--- config.mk ---
export PLATFORM = sky130hd
export DESIGN_NAME = cmd_framer
export DESIGN_NICKNAME = d
export VERILOG_FILES = /design/src/rtl/framer_pkg.sv /design/src/rtl/framer_len_lut.sv /design/src/rtl/framer_env_bank.sv /design/src/rtl/framer_ctrl.sv /design/src/rtl/cmd_framer.sv
export SDC_FILE = /design/constraint.sdc
export NUM_CORES = 1
export LEC_CHECK = 0
export ABC_AREA = 0
export CORE_UTILIZATION = 49
export DETAILED_ROUTE_END_ITERATION = 8
export GPL_TIMING_DRIVEN = 1
export PLACE_DENSITY = 0.8
export REMOVE_ABC_BUFFERS = 1
export SLEW_MARGIN = 40
export SYNTH_ARGS = -nofsm -noshare
export SYNTH_HDL_FRONTEND = slang
export SYNTH_HIERARCHICAL = 1
export SYNTH_SLANG_ARGS = --single-unit
--- constraint.sdc ---
create_clock -name clk -period 4.3 [get_ports clk]
set_clock_uncertainty 0.15 [all_clocks]
set_input_delay 0.645 -clock clk [delete_from_list [all_inputs] [get_ports clk]]
set_output_delay 0.645 -clock clk [all_outputs]
set_load 0.03 [all_outputs]
--- src/rtl/framer_pkg.sv ---
package framer_pkg;
  localparam int WORD_W = 32;
  localparam int ENV_N  = 8;
  localparam int OP_W   = 8;
  localparam logic [WORD_W-1:0] TERM_MASK  = 32'hF000_F000;
  localparam logic [WORD_W-1:0] TERM_MATCH = 32'h5000_5000;

  typedef enum logic [1:0] {
    ST_HEAD = 2'd0,
    ST_BODY = 2'd1,
    ST_POLY = 2'd2
  } fr_state_e;

  typedef struct packed {
    logic [3:0] n_param;
    logic       poly;
    logic       shaded;
    logic       image;
    logic       rd;
    logic       env;
    logic       textured;
    logic [2:0] tp_index;
  } op_info_t;
endpackage

--- src/rtl/framer_len_lut.sv ---
module framer_len_lut
  import framer_pkg::*;
(
  input  logic [OP_W-1:0] op,
  output op_info_t        info
);
  logic [3:0] n_poly;
  logic [3:0] n_prim;

  always_comb begin
    case (op[4:2])
      3'd0: n_poly = 4'd3;
      3'd1: n_poly = 4'd6;
      3'd2: n_poly = 4'd4;
      3'd3: n_poly = 4'd8;
      3'd4: n_poly = 4'd5;
      3'd5: n_poly = 4'd8;
      3'd6: n_poly = 4'd7;
      default: n_poly = 4'd11;
    endcase
  end

  always_comb begin
    case (op[5:2])
      4'h0, 4'h1, 4'h8, 4'hD, 4'hF: n_prim = 4'd2;
      4'h2, 4'h3, 4'h4, 4'h5, 4'h9: n_prim = 4'd3;
      4'h6, 4'h7:                   n_prim = 4'd4;
      4'hA, 4'hC, 4'hE:             n_prim = 4'd1;
      default:                      n_prim = 4'd0;
    endcase
  end

  always_comb begin
    case (op[7:5])
      3'b000:         info.n_param = (op == 8'h02) ? 4'd2 : 4'd0;
      3'b001:         info.n_param = n_poly;
      3'b010, 3'b011: info.n_param = n_prim;
      3'b100:         info.n_param = (op == 8'h80) ? 4'd3 : 4'd0;
      3'b101, 3'b110: info.n_param = 4'd2;
      default:        info.n_param = 4'd0;
    endcase
    info.poly     = (op[7:5] == 3'b010) && op[3];
    info.shaded   = (op[7:5] == 3'b010) && op[3] && op[4];
    info.image    = (op[7:5] == 3'b101) || (op[7:5] == 3'b110);
    info.rd       = (op[7:5] == 3'b110);
    info.env      = (op[7:3] == 5'b11100);
    info.textured = (op[7:5] == 3'b001) && op[2];
    info.tp_index = op[4] ? 3'd5 : 3'd4;
  end
endmodule

--- src/rtl/framer_env_bank.sv ---
module framer_env_bank
  import framer_pkg::*;
(
  input  logic                    clk,
  input  logic                    rst_n,
  input  logic                    env_we,
  input  logic [2:0]              env_idx,
  input  logic                    tp_we,
  input  logic [WORD_W-1:0]       wdata,
  output logic [ENV_N*WORD_W-1:0] env_flat,
  output logic [12:0]             status_lo
);
  logic [WORD_W-1:0] env_q [ENV_N];

  for (genvar i = 0; i < ENV_N; i++) begin : g_env
    localparam logic [WORD_W-1:0] RST_VAL = {8'hE0 + 8'(i), 24'h0};
    logic              sel;
    logic [WORD_W-1:0] env_d;
    logic              env_en;

    assign sel = env_we && (env_idx == 3'(i));

    if (i == 1) begin : g_tp
      always_comb begin
        env_en = sel || tp_we;
        env_d  = sel ? wdata : {env_q[i][WORD_W-1:9], wdata[8:0]};
      end
    end else begin : g_plain
      always_comb begin
        env_en = sel;
        env_d  = wdata;
      end
    end

    always_ff @(posedge clk or negedge rst_n) begin
      if (!rst_n)      env_q[i] <= RST_VAL;
      else if (env_en) env_q[i] <= env_d;
    end

    assign env_flat[i*WORD_W +: WORD_W] = env_q[i];
  end

  assign status_lo = {env_q[6][1:0], env_q[1][10:0]};
endmodule

--- src/rtl/framer_ctrl.sv ---
module framer_ctrl
  import framer_pkg::*;
#(
  parameter int CNT_W = 12
) (
  input  logic              clk,
  input  logic              rst_n,
  input  logic              in_valid,
  input  logic [WORD_W-1:0] in_word,
  input  op_info_t          info,
  output logic [OP_W-1:0]   lut_op,
  output logic              env_we,
  output logic              tp_we,
  output logic              at_head,
  output logic              pkt_valid,
  output logic [OP_W-1:0]   pkt_opcode,
  output logic [CNT_W-1:0]  pkt_len,
  output logic              pkt_image,
  output logic              pkt_read
);
  fr_state_e        st_q, st_n;
  logic [OP_W-1:0]  op_q, op_n;
  logic [CNT_W-1:0] cnt_q, cnt_n;
  logic [3:0]       rem_q, rem_n;
  logic             skip_q, skip_n;
  logic             emit;
  logic             term;

  assign at_head = (st_q == ST_HEAD);
  assign lut_op  = at_head ? in_word[31:24] : op_q;
  assign term    = (in_word & TERM_MASK) == TERM_MATCH;

  always_comb begin
    st_n   = st_q;
    op_n   = op_q;
    cnt_n  = cnt_q;
    rem_n  = rem_q;
    skip_n = skip_q;
    emit   = 1'b0;
    env_we = 1'b0;
    tp_we  = 1'b0;
    if (in_valid) begin
      case (st_q)
        ST_HEAD: begin
          op_n   = in_word[31:24];
          cnt_n  = CNT_W'(1);
          env_we = info.env;
          if (info.n_param == 4'd0) begin
            emit = 1'b1;
          end else begin
            st_n  = ST_BODY;
            rem_n = info.n_param - 4'(info.poly);
          end
        end
        ST_BODY: begin
          cnt_n = cnt_q + CNT_W'(1);
          tp_we = info.textured && (cnt_q == CNT_W'(info.tp_index));
          rem_n = rem_q - 4'd1;
          if (rem_q == 4'd1) begin
            if (info.poly) begin
              st_n   = ST_POLY;
              skip_n = 1'b0;
            end else begin
              emit = 1'b1;
              st_n = ST_HEAD;
            end
          end
        end
        ST_POLY: begin
          cnt_n = cnt_q + CNT_W'(1);
          if (!skip_q && term) begin
            emit = 1'b1;
            st_n = ST_HEAD;
          end else if (info.shaded) begin
            skip_n = ~skip_q;
          end
        end
        default: st_n = ST_HEAD;
      endcase
    end
  end

  always_ff @(posedge clk or negedge rst_n) begin
    if (!rst_n) begin
      st_q   <= ST_HEAD;
      op_q   <= '0;
      cnt_q  <= '0;
      rem_q  <= '0;
      skip_q <= 1'b0;
    end else if (in_valid) begin
      st_q   <= st_n;
      op_q   <= op_n;
      cnt_q  <= cnt_n;
      rem_q  <= rem_n;
      skip_q <= skip_n;
    end
  end

  always_ff @(posedge clk or negedge rst_n) begin
    if (!rst_n) pkt_valid <= 1'b0;
    else        pkt_valid <= emit;
  end

  always_ff @(posedge clk or negedge rst_n) begin
    if (!rst_n) begin
      pkt_opcode <= '0;
      pkt_len    <= '0;
      pkt_image  <= 1'b0;
      pkt_read   <= 1'b0;
    end else if (emit) begin
      pkt_opcode <= lut_op;
      pkt_len    <= cnt_n;
      pkt_image  <= info.image;
      pkt_read   <= info.rd;
    end
  end
endmodule

--- src/rtl/cmd_framer.sv ---
module cmd_framer
  import framer_pkg::*;
#(
  parameter int CNT_W = 12
) (
  input  logic                    clk,
  input  logic                    rst_n,
  input  logic                    in_valid,
  input  logic [WORD_W-1:0]       in_word,
  output logic                    pkt_valid,
  output logic [OP_W-1:0]         pkt_opcode,
  output logic [CNT_W-1:0]        pkt_len,
  output logic                    pkt_image,
  output logic                    pkt_read,
  output logic [12:0]             status_lo,
  output logic [ENV_N*WORD_W-1:0] env_regs
);
  op_info_t        info;
  logic [OP_W-1:0] lut_op;
  logic            env_we;
  logic            tp_we;
  logic            at_head;

  framer_len_lut u_lut (
    .op   (lut_op),
    .info (info)
  );

  framer_ctrl #(.CNT_W(CNT_W)) u_ctrl (
    .clk        (clk),
    .rst_n      (rst_n),
    .in_valid   (in_valid),
    .in_word    (in_word),
    .info       (info),
    .lut_op     (lut_op),
    .env_we     (env_we),
    .tp_we      (tp_we),
    .at_head    (at_head),
    .pkt_valid  (pkt_valid),
    .pkt_opcode (pkt_opcode),
    .pkt_len    (pkt_len),
    .pkt_image  (pkt_image),
    .pkt_read   (pkt_read)
  );

  framer_env_bank u_env (
    .clk       (clk),
    .rst_n     (rst_n),
    .env_we    (env_we),
    .env_idx   (in_word[26:24]),
    .tp_we     (tp_we),
    .wdata     (in_word),
    .env_flat  (env_regs),
    .status_lo (status_lo)
  );
endmodule

# After elaboration in Yosys (flattened, before gate mapping)
# Memory sizes are Yosys's and may differ from the RTL's.
# Cells that the tools add are included.
[totals]
mem_bits_ro = 48
word_cells = 118
memories = 1
out_inout_bits = 292
inputBits = 35
register_bits = 306
[op_classes]
eq_ne = 33
mux = 30
bitwise = 1
add_sub_neg = 3
n_reduce_logical = 31
[mem_list]
columns = ["name", "depth", "width", "rd", "rd_clocked_by_memory_dff", "wr", "line", "text"]
rows = [
  ["(no name shown)", 16, 3, 1, 0, 0, "framer_len_lut.sv:24", "case (op[5:2])"],
]
[ops]
columns = ["op", "n"]
rows = [
  ["equality test 3 bit (second input constant)", 10],
  ["case mux 12 bit (2 select lines)", 1],
  ["case mux 4 bit (6 select lines)", 1],
  ["case mux 4 bit (5 select lines)", 1],
  ["equality test 3 x 2 -> 1 bit (second input constant)", 6],
  ["two-way mux 1 bit", 14],
  ["logical AND 1 bit", 13],
  ["adder 12 x 1 -> 12 bit (second input constant)", 1],
  ["equality test 12 x 3 -> 1 bit", 1],
  ["two-way mux 12 bit", 1],
  ["two-way mux 2 bit", 6],
  ["equality test 3 x 1 -> 1 bit (second input constant)", 3],
  ["logical NOT 3 bit", 3],
  ["equality test 8 x 2 -> 1 bit (second input constant)", 1],
  ["equality test 8 x 7 -> 1 bit (second input constant)", 1],
  ["equality test 8 bit (second input constant)", 1],
  ["two-way mux 8 bit", 1],
  ["case mux 4 bit (2 select lines)", 1],
  ["OR reduction 2 bit", 4],
  ["!= test 2 x 1 -> 1 bit (second input constant)", 3],
  ["!= test 2 bit (second input constant)", 3],
  ["case mux 2 bit (3 select lines)", 1],
  ["AND reduction 6 bit", 1],
  ["equality test 5 bit (second input constant)", 1],
  ["17 further kinds", 19],
]

# Depth between registers and ports, before layout
# Gate-level depths: netlist of run 1.
[depth]
ltp_word = 10
depth_mapped = 17

# Hierarchy
# The synthesis of run 1 kept the hierarchy.
[modules_own_cells]
columns = ["mod", "n_inst", "cells_per_inst", "area_each_um2"]
rows = [
  ["framer_env_bank", 1, 564, 9758.1],
  ["framer_ctrl", 1, 225, 2607.5],
  ["framer_len_lut", 1, 63, 449.2],
]

# Least setup slack after synthesis of run 1
# No wires, ideal clock.
[synth_path]
kind = "register to register"
from = "reg u_ctrl.st_q[0]"
to = "reg u_ctrl.pkt_len[10]"
path_buffers = 3
path_stages_with_launch = 16
t_arrival_ns = 3.439
setup_slack_ns = 0.587
setup_time_ns = 0.125
cell_sequence = "dfrtp_1 > inv_1 > ha_1 > clkbuf_1 > buf_2 > mux2_2 > inv_1 > ha_1 > o211a_1 > o21ai_0 > o21ai_0 > nor4_1 > nand2_1 > a31oi_2 > buf_6 > mux2_2"
[synth_lines]
columns = ["element", "line", "text"]
rows = [
  ["start: declaration", "framer_ctrl.sv:21", "fr_state_e st_q, st_n;"],
  ["start signal: assignment", "framer_ctrl.sv:91", "st_q <= st_n;"],
  ["end signal: assignment", "framer_ctrl.sv:112", "pkt_len <= cnt_n;"],
  ["end: declaration", "framer_ctrl.sv:17", "output logic [CNT_W-1:0] pkt_len,"],
]

==> results of run 1 <==
==> layer usage <==
metal / vias to the layer above / global-route usage [%] / part of all wire [%]
met1: 4286 / 32.7 / 40
met4: 0 / 8.46 / 3.2
met3: 61 / 8.06 / 7.4
li1: 3705 / - / -
met5: - / 0 / 0
met2: 254 / 43.2 / 49
==> layout by cell type (no fill, tap or decap), types with 3 or more instances in the layout <==
master / synthesis / final
nand3b_1: 5 / 5
inv_1: 14 / 14
and2_1: 5 / 5
nor3_1: 6 / 6
nand2b_1: 4 / 4
nand4_1: 7 / 7
nand4b_1: 4 / 4
mux2_1: 18 / 18
buf_4: 22 / 28
xor2_1: 3 / 3
nand3_1: 8 / 8
mux2_2: 276 / 276
nor2b_1: 3 / 3
o21ai_0: 15 / 15
nor4_1: 5 / 5
clkdlybuf4s50_1: 0 / 325
dfstp_2: 36 / 36
or3_1: 3 / 3
or2_2: 3 / 3
nor3b_1: 4 / 4
a21oi_1: 12 / 12
clkbuf_16: 0 / 31
xnor2_1: 4 / 4
clkinv_2: 0 / 7
mux2i_1: 5 / 5
buf_12: 0 / 6
or4_1: 3 / 3
ha_1: 17 / 17
bufinv_16: 0 / 5
clkbuf_8: 0 / 10
dfrtp_1: 270 / 270
o31ai_1: 4 / 4
nor2_1: 11 / 11
nand2_1: 17 / 17
==> worst min-delay path by stage <==
stage                              startpoint                  end  slack [ns]  cells after the start
after floorplan                         rst_n      u_ctrl/cnt_q[0]        0.20                      0
after global placement     u_env/env_flat[70]   u_env/env_flat[70]        0.32                      1
after detailed placement    u_env/env_flat[7]    u_env/env_flat[7]        0.32                      1
after CTS                   u_env/env_flat[7]    u_env/env_flat[7]        0.34                      1
after global routing      u_env/env_flat[132]  u_env/env_flat[132]        0.36                      1
final                       u_env/env_flat[1]    u_env/env_flat[1]        0.34                      1
==> state kept, by name, indices dropped and copies added, names as in the netlist <==
| name | cells |
|---|---|
| u_env/env_flat | 256 |
| u_ctrl/cnt_q | 12 |
| u_ctrl/pkt_len | 12 |
| u_ctrl/op_q | 8 |
| u_ctrl/pkt_opcode | 8 |
| u_ctrl/rem_q | 4 |
| u_ctrl/st_q | 2 |
| u_ctrl/pkt_image | 1 |
| u_ctrl/pkt_read | 1 |
| u_ctrl/pkt_valid | 1 |
| u_ctrl/skip_q | 1 |
==> kinds of logic after synthesis <==
logic type      count (synthesis)  share of synthesized area [%]
compound gates                 46                           2.30
fa+ha+maj                      17                           1.66
mux                           300                           26.3
xor+xnor                        7                          0.478
simple gates                  103                           5.27
other cells                     2                         0.0586
flops                         306                           60.1
buf+inv                        71                           3.78
==> report_power, final <==
part	internal, uW	switching, uW	leakage, uW	total [uW]
combinational	1650	2120	0.00354	3770
clock	1800	1150	0.000568	2940
sequential	3450	313	0.00407	3760
==> through the flow <==
step / setup slack (ns) / area, um^2 / util (%) / TNS, ns
final: 0.495 / 17600 / 69.3 / 0
after detailed placement: 0.351 / 16400 / 64.7 / 0
after floorplan: -1.65 / 12400 / - / -52.43
after global routing: 0.258 / 17600 / 69.3 / 0
after global placement: 0.385 / 16400 / 64.6 / 0
after CTS: 0.478 / 17600 / 69.3 / 0
==> cells in the mapped netlist, types with 4 or more instances <==
cell and number:
a21oi_1 12, and2_1 5, buf_2 18, buf_4 22, buf_6 15, dfrtp_1 270, dfstp_2 36, ha_1 17
inv_1 14, mux2_1 18, mux2_2 276, mux2i_1 5, nand2_1 17, nand2b_1 4, nand3_1 8, nand3b_1 5
nand4_1 7, nand4b_1 4, nor2_1 11, nor3_1 6, nor3b_1 4, nor4_1 5, o21ai_0 15, o31ai_1 4
xnor2_1 4
==> timing repair <==
item,CTS,global route
hold buffers,1,0
hold endpoints to repair,50,0
endpoints found under the setup margin,0,0
==> worst max-delay path, cell delays in order (launching register included) <==
cell,delay (ns)
dfrtp_1,0.40
inv_1,0.11
ha_1,0.33
buf_4,0.25
mux2_2,0.41
buf_4,0.19
nor3_1,0.17
o21ai_0,0.10
o311ai_1,0.11
nand4_1,0.21
nor4_1,0.35
nand2_1,0.14
a31oi_2,0.20
buf_12,0.20
mux2_2,0.34
==> cell type report <==
| cell class | count | share of cell area (%) |
|---|---|---|
| clock inverter | 15 | 1.26 |
| clock buffer | 43 | 5.23 |
| tap | 330 | 2.35 |
| sequential | 306 | 43.8 |
| inverter | 14 | 0.299 |
| multi-input combinational | 475 | 26.4 |
| timing repair buffer | 362 | 20.7 |
==> flow_summary.toml, run 1 <==
[sta]
maxSlewHeadroom_pct = 57.5
finalCriticalPeriod_ns = 3.81
rsz0062_at_grt = "no"
hold_viol = 0
fmax_mhz = 263
whs_ns = 0.338
fin_crit_sh_pct = 88.5
maxSlewViolCount = 0
worstMarginPinSlew_ns = 0.629
setup_viol = 0

[detailed_routing]
vias = 8306
via_per_inst = 5.38
drt_iter0_markers = 387
routedWlPerCell_um = 22.3
drc = 0
postRouteAntennaNets = 0
first_pass_iters = 4
wirelength_mm = 34.4

[global_routing]
grt_first_pass_wirelength_mm = 53.0
grt_usage_pct = 26.1
antenna_found_initial = 0
overflow = 0
grt_pass1_vias = 8826
grt_max_degree = 69

[critical_path]
cp.required_ns = 4.60
endpoint = "u_ctrl/pkt_len[10]"
end_kind = "register"
cp.arrival_ns = 4.11
ff2ff_path_depth = 14
worst-setup-path-type = "register to register"
r2r-end = "u_ctrl/pkt_len[10]"
crit_start = "u_ctrl/st_q[0]"
reg2reg_slack_ns = 0.49
cp-start-kind = "register"
r2r_start = "u_ctrl/st_q[0]"
cp_max_fo = 23

[clock_network]
h-tree-depth = 1
root_buffer = "clkbuf_16"
cts_buffers = 31
clk_latency_ns = 0.57
cts_sinks = 306
cts_max_path_buffers = 3
clkTransAtPathRegs_ns = 0.06
postCtsSetupBuffers = 0
cts_tree = "built"
post_cts_resized = 0

[final_layout]
fill_cells = 1791
multiInputGateArea_um2 = 4650
syn_to_final_growth_pct = 37.3
instances_no_fill = 1545
diodes = 0
seq_area_um2 = 7700
finalNetCount = 1242
drive_above_1_share_pct = 34.7

[pwr]
vdd_drop_max_mv = 0.403
powerDensity_nw_per_um2 = 595
total_power_uw = 10500
p_leak_uw = 0.00818

[synth]
synth.distinct_cells = 58
synthArstFlopShare_pct = 100
ys_ff_latch = 306
postSynthCellCount = 852
avgSynthCellArea_um2 = 15.0
synth_edf_count = 0
synth_top_cell_by_area = "dfrtp_1"
synth_top_area_share_pct = 52.7
synth_area_um2 = 12800
yosysWarnings = 6
yosysSeqAreaShare_pct = 60.1
synth_area_leaders = "dfrtp_1, mux2_2, dfstp_2"
ys.flop_type = "dfrtp_1"

[placement]
hpwl_mm = 23.4
port_buffers = 326
globalplace.congestion = 0.843
placed_cells = 1486

[status]
outcome = "completed"

[hold_path]
hold_class = "register to register"

[floorplan]
ios = 327
initial_core_util_pct = 50.5
fp.dieW_um = 164
die_height_um = 164
design.core.area_um2 = 25400
rows = 58
die-area_um2 = 26800

[run]
max-cap-violations = 0
Note: power is estimated with default switching activity, not from simulation.
==> run 2, diff against run 1 <==
--- a/config.mk
+++ b/config.mk
@@ -7,6 +7,7 @@
 export LEC_CHECK = 0
 export ABC_AREA = 0
 export CORE_UTILIZATION = 49
+export CTS_BUF_LIST = sky130_fd_sc_hd__clkbuf_16
 export DETAILED_ROUTE_END_ITERATION = 8
 export GPL_TIMING_DRIVEN = 1
 export PLACE_DENSITY = 0.8
==> run 2 against run 1 <==
Effect of this change:
- core utilization down 0.39 points
- die area unchanged
- clock-buffer cell count down 12
- final area down 0.57%
- non-clock buffer count unchanged
- register-to-register slack worse by 0.03 ns
- first-iteration DRC count up 8.0%
- critical endpoint is now u_ctrl/pkt_len[2]
- highest routed layer unchanged
==> flow_summary.toml, run 2 (same netlist as run 1, synthesis figures left out) <==
[global_routing]
overflow = 0
antenna_found_initial = 0
grt_pass1_vias = 8831
grt_usage_pct = 26.2
grt_first_pass_wirelength_mm = 53.0
grt_max_degree = 69

[clock_network]
hold_buffers = 1
cts_max_path_buffers = 3
post_cts_resized = 0
clk_latency_ns = 0.57
clkTransAtPathRegs_ns = 0.06
cts_buffers = 31
h-tree-depth = 1
root_buffer = "clkbuf_16"
postCtsSetupBuffers = 0
cts_sinks = 306
cts_tree = "built"

[hold_path]
hp-start = "u_env/env_flat[1]"
hold_class = "register to register"
min_to = "u_env/env_flat[1]"
worstHoldPathCells = 1

[detailed_routing]
routedWlPerCell_um = 22.3
wirelength_mm = 34.4
vias = 8387
first_pass_iters = 5
drt_iter0_markers = 418
via_per_inst = 5.43
postRouteAntennaNets = 0
drc = 0

[sta]
whs_ns = 0.338
hold_viol = 0
setup_viol = 0
fin_ws_ns = 0.468
fin_crit_sh_pct = 89.1
maxSlewHeadroom_pct = 59.1
maxSlewViolCount = 0
worstMarginPinSlew_ns = 0.605
finalCriticalPeriod_ns = 3.83
fmax_mhz = 261
rsz0062_at_grt = "no"

[floorplan]
ios = 327
design.core.area_um2 = 25400
die_height_um = 164
initial_core_util_pct = 50.5
rows = 58
die-area_um2 = 26800
fp.dieW_um = 164

[placement]
dp_slack_ns = 0.351
globalplace.congestion = 0.843
hpwl_mm = 23.4
port_buffers = 326
placed_cells = 1486

[pwr]
powerDensity_nw_per_um2 = 588
vdd_drop_max_mv = 0.370
p_leak_uw = 0.00813

[final_layout]
multiInputGateArea_um2 = 4650
post-route-util_pct = 68.9
drive_above_1_share_pct = 33.8
mostFrequentLayoutCells = "clkdlybuf4s50_1, mux2_2, dfrtp_1"
layout_commonest_cell = "clkdlybuf4s50_1"
largest_reg_flops = 256
finalNetCount = 1242
seq_area_um2 = 7700
instances_no_fill = 1545
syn_to_final_growth_pct = 36.5
diodes = 0
fill_cells = 1808

[critical_path]
cp_max_fo = 23
r2r-end = "u_ctrl/pkt_len[2]"
worst-setup-path-type = "register to register"
ff2ff_path_depth = 14
r2r_start = "u_ctrl/st_q[0]"
reg2reg_slack_ns = 0.47
cp.arrival_ns = 4.13
end_kind = "register"
cp.required_ns = 4.60
cp-start-kind = "register"

[run]
max-cap-violations = 0

[status]
outcome = "completed"
run 2: cell count changes in the layout (fill, tap and decap cells not counted), sizes merged:
| cell | previous run | this run |
|---|---|---|
| clkbuf | 43 | 31 |
| inv | 15 | 17 |
| clkinv | 8 | 18 |
run 2: routing by layer:
metal | wire length, um | up-vias | GRT usage [%]
met5 | 0 | - | 0
met1 | 13700 | 4348 | 32.5
met3 | 2610 | 61 | 8.03
li1 | - | 3705 | -
met4 | 1080 | 0 | 8.33
met2 | 17000 | 273 | 43.6
run 2: metrics by stage:
step	power (uW)	area (um^2)	setup TNS (ns)
after floorplan	5990	12400	-52.43
after global placement	7480	16400	0
after detailed placement	7570	16400	0
after CTS	10400	17500	0
after global routing	10700	17500	0
final	10300	17500	0
run 2: how the worst max path moves through the flow:
stage | endpoint | start | slack [ns] | cells past startpoint
final | u_ctrl/pkt_len[2] | u_ctrl/st_q[0] | 0.47 | 14
after global routing | u_ctrl/pkt_len[10] | u_ctrl/st_q[0] | 0.26 | 14
after CTS | u_ctrl/pkt_len[2] | u_ctrl/st_q[1] | 0.48 | 14
after detailed placement | u_ctrl/pkt_image | in_word[27] | 0.35 | 13
after global placement | u_ctrl/pkt_len[4] | in_word[27] | 0.38 | 13
after floorplan | u_env/env_flat[89] | u_ctrl/st_q[0] | -1.65 | 10
run 2: final cells by class:
type / instances / area share (%)
clock buffers: 31 / 4.43
clock inverters: 27 / 1.52
inverters: 14 / 0.300
multi-input cells: 475 / 26.6
flip-flops and latches: 306 / 44.0
well taps: 330 / 2.36
repair buffers: 362 / 20.8
run 2: worst max-delay path: stages (launching register included):
cell and delay [ns]:
dfrtp_1 0.40, inv_1 0.11, ha_1 0.33, buf_4 0.25
mux2_2 0.41, buf_4 0.19, nor3_1 0.17, o21ai_0 0.11
o311ai_1 0.12, nand4_1 0.21, nor4_1 0.35, nand2_1 0.14
a31oi_2 0.20, buf_12 0.20, mux2_2 0.35
run 2: power by group:
group | internal (uW) | switching, uW
Clock | 1610 | 1140
Combinational | 1650 | 2120
Sequential | 3450 | 314
==> run 3, diff against run 2 <==
--- a/config.mk
+++ b/config.mk
@@ -6,14 +6,14 @@
 export NUM_CORES = 1
 export LEC_CHECK = 0
 export ABC_AREA = 0
-export CORE_UTILIZATION = 49
+export CORE_UTILIZATION = 60
 export CTS_BUF_LIST = sky130_fd_sc_hd__clkbuf_16
 export DETAILED_ROUTE_END_ITERATION = 8
+export DONT_BUFFER_PORTS = 1
 export GPL_TIMING_DRIVEN = 1
-export PLACE_DENSITY = 0.8
+export PLACE_DENSITY = 0.76
 export REMOVE_ABC_BUFFERS = 1
 export SLEW_MARGIN = 40
 export SYNTH_ARGS = -nofsm -noshare
 export SYNTH_HDL_FRONTEND = slang
-export SYNTH_HIERARCHICAL = 1
 export SYNTH_SLANG_ARGS = --single-unit
==> run 3 against run 2 <==
Effect of this change:
- the flow now finishes with violations (negative hold slack)
- largest cell class unchanged
- total power down 11%
- critical path type unchanged
- highest routed layer unchanged
- clock power down 9.8%
- via count down 18%
- final area down 22%
- largest power group is now sequential cells
- first-iteration DRC count down 26%
==> flow_summary.toml, run 3 <==
[status]
outcome = "complete, but fails checks"
failed_checks = "negative hold slack"

[placement]
hpwl_mm = 19.1
placed_cell_area_um2 = 12700
globalplace.congestion = 0.884
port_buffers = 0
placed_cells = 1089

[sta]
fin_crit_sh_pct = 96.9
fmax_mhz = 240
setup_viol = 0
hold_viol = 278
tns_ns = 0
worstMarginPinSlew_ns = 0.927
whs_ns = -0.359
maxSlewViolCount = 0
finalCriticalPeriod_ns = 4.17
maxSlewHeadroom_pct = 38.2
rsz0062_at_grt = "no"

[clock_network]
cts_sinks = 306
root_buffer = "clkbuf_16"
cts_buffers = 29
clk_latency_ns = 0.55
postCtsSetupBuffers = 0
cts_max_path_buffers = 3
h-tree-depth = 1
cts_tree = "built"
clkTransAtPathRegs_ns = 0.07

[synth]
synth_top_area_share_pct = 54.1
synth_area_um2 = 12500
synth_area_leaders = "dfrtp_1, mux2_2, dfstp_2"
synth_top_cell_by_area = "dfrtp_1"
ys.flop_type = "dfrtp_1"
avgSynthCellArea_um2 = 14.6
postSynthCellCount = 857
synthArstFlopShare_pct = 100
yosysSeqAreaShare_pct = 61.6
ys_ff_latch = 306
yosysWarnings = 0
synth_common_cells = "dfrtp_1, mux2_2, dfstp_2"
synth_edf_count = 0
synth.most_common_cell = "dfrtp_1"
synth.distinct_cells = 58

[detailed_routing]
postRouteAntennaNets = 0
wirelength_mm = 28.3
first_pass_iters = 6
routedWlPerCell_um = 24.8
via_per_inst = 6.02
vias = 6875
drt_iter0_markers = 310
drc = 0

[global_routing]
grt_pass1_vias = 7410
grt_first_pass_wirelength_mm = 43.7
grt_max_degree = 307
grt_usage_pct = 26.4
antenna_found_initial = 0
overflow = 0

[final_layout]
largest_reg_flops = 256
layout_commonest_cell = "dfrtp_1"
mostFrequentLayoutCells = "dfrtp_1, mux2_2, dfstp_2"
fill_cells = 1387
fin_area_um2 = 13600
diodes = 0
finalNetCount = 902
syn_to_final_growth_pct = 9.13
drive_above_1_share_pct = 43.0
instances_no_fill = 1142

[critical_path]
crit_chain = "inv_1 -> ha_2 -> mux2i_4 -> inv_1 -> ha_1 -> or3_1 -> nor3_1 -> a2111o_1 -> nand4_1 -> or4_4 -> a21oi_4 -> buf_12 -> mux2_2"
cp.depth = 13
crit_family = "simple AND/OR/NAND/NOR gates"
cpMaxStageDelayCell = "or4_4"
end_kind = "register"
cpMostUsedCell = "inv_1"
cp-start-kind = "register"
reg2reg_slack_ns = 0.13
cp.arrival_ns = 4.45
cp_max_fo = 17
worst_path_largest_cell_delay_ns = 0.49
worst-setup-path-type = "register to register"
cp.required_ns = 4.58
path_buf_inv = 3
ff2ff_path_depth = 13

[pwr]
p_leak_uw = 0.00685
vdd_drop_max_mv = 0.376
powerDensity_nw_per_um2 = 669
total_power_uw = 9120

[run]
max-cap-violations = 0

[floorplan]
die_height_um = 146
die-area_um2 = 21400
ios = 327
fp.dieW_um = 146
design.core.area_um2 = 20300
initial_core_util_pct = 61.6
rows = 52

[hold_path]
hold_class = "primary input to async pin"
-- run 3: power breakdown --
part	leakage, uW	switching (uW)	internal (uW)	total (uW)
logic	0.00232	817	891	1710
registers	0.00406	1460	3470	4930
clock network	0.000467	1070	1410	2480
-- run 3: cell type report --
class,count,area [um^2],area share [%]
clock inverter,24,200,1.47
multi-input combinational,486,4480,32.8
inverter,12,47.5,0.349
timing repair buffer,15,150,1.10
sequential,306,7700,56.5
clock buffer,29,726,5.32
tap,270,338,2.48
-- run 3: cell families after synthesis --
family	after synthesis	share of synthesized area [%]
buffers and inverters	65	2.84
XOR/XNOR	5	0.350
adder cells (fa/ha/maj)	17	1.70
AND/OR/NAND/NOR	161	6.99
flip-flops	306	61.6
AO/OA/AOI/OAI	49	2.92
multiplexers	254	23.6
-- run 3: timing repair --
| action | in CTS | in global routing |
|---|---|---|
| hold endpoints to repair | 306 | 306 |
| gates resized for setup | 0 | 1 |
| endpoints found under the setup margin | 0 | 16 |
-- run 3: metrics by stage --
stage,hold slack (ns),setup slack (ns),util (%)
3_3_place_gp,0.209,0.294,62.6
5_1_grt,-0.387,0.00177,67.2
6_report,-0.359,0.131,67.2
4_1_cts,-0.374,0.0651,67.2
3_5_place_dp,0.210,0.105,62.6
2_1_floorplan,0.199,-0.902,-
-- run 3: routing by layer --
layer / up-vias / track usage [%] / share of wire (%) / wire length, um
li1: 2975 / - / - / -
met1: 3540 / 32.8 / 38 / 10900
met2: 322 / 43.8 / 49 / 13900
met3: 38 / 9.31 / 10 / 2950
met4: 0 / 7.76 / 2.0 / 564
met5: - / 0 / 0 / 0
-- run 3: path summary, 6_finish.rpt --
| check | end | startpoint |
|---|---|---|
| max | u_ctrl.pkt_len[11] | u_ctrl.st_q[0] |
| min | u_ctrl.rem_q[1] | rst_n |
| max reg2reg | u_ctrl.pkt_len[11] | u_ctrl.st_q[0] |
| min reg2reg | u_ctrl.skip_q | u_ctrl.skip_q |
| max in group asynchronous | u_env.env_flat[47] | rst_n |
| min in group clk | u_ctrl.op_q[4] | in_valid |
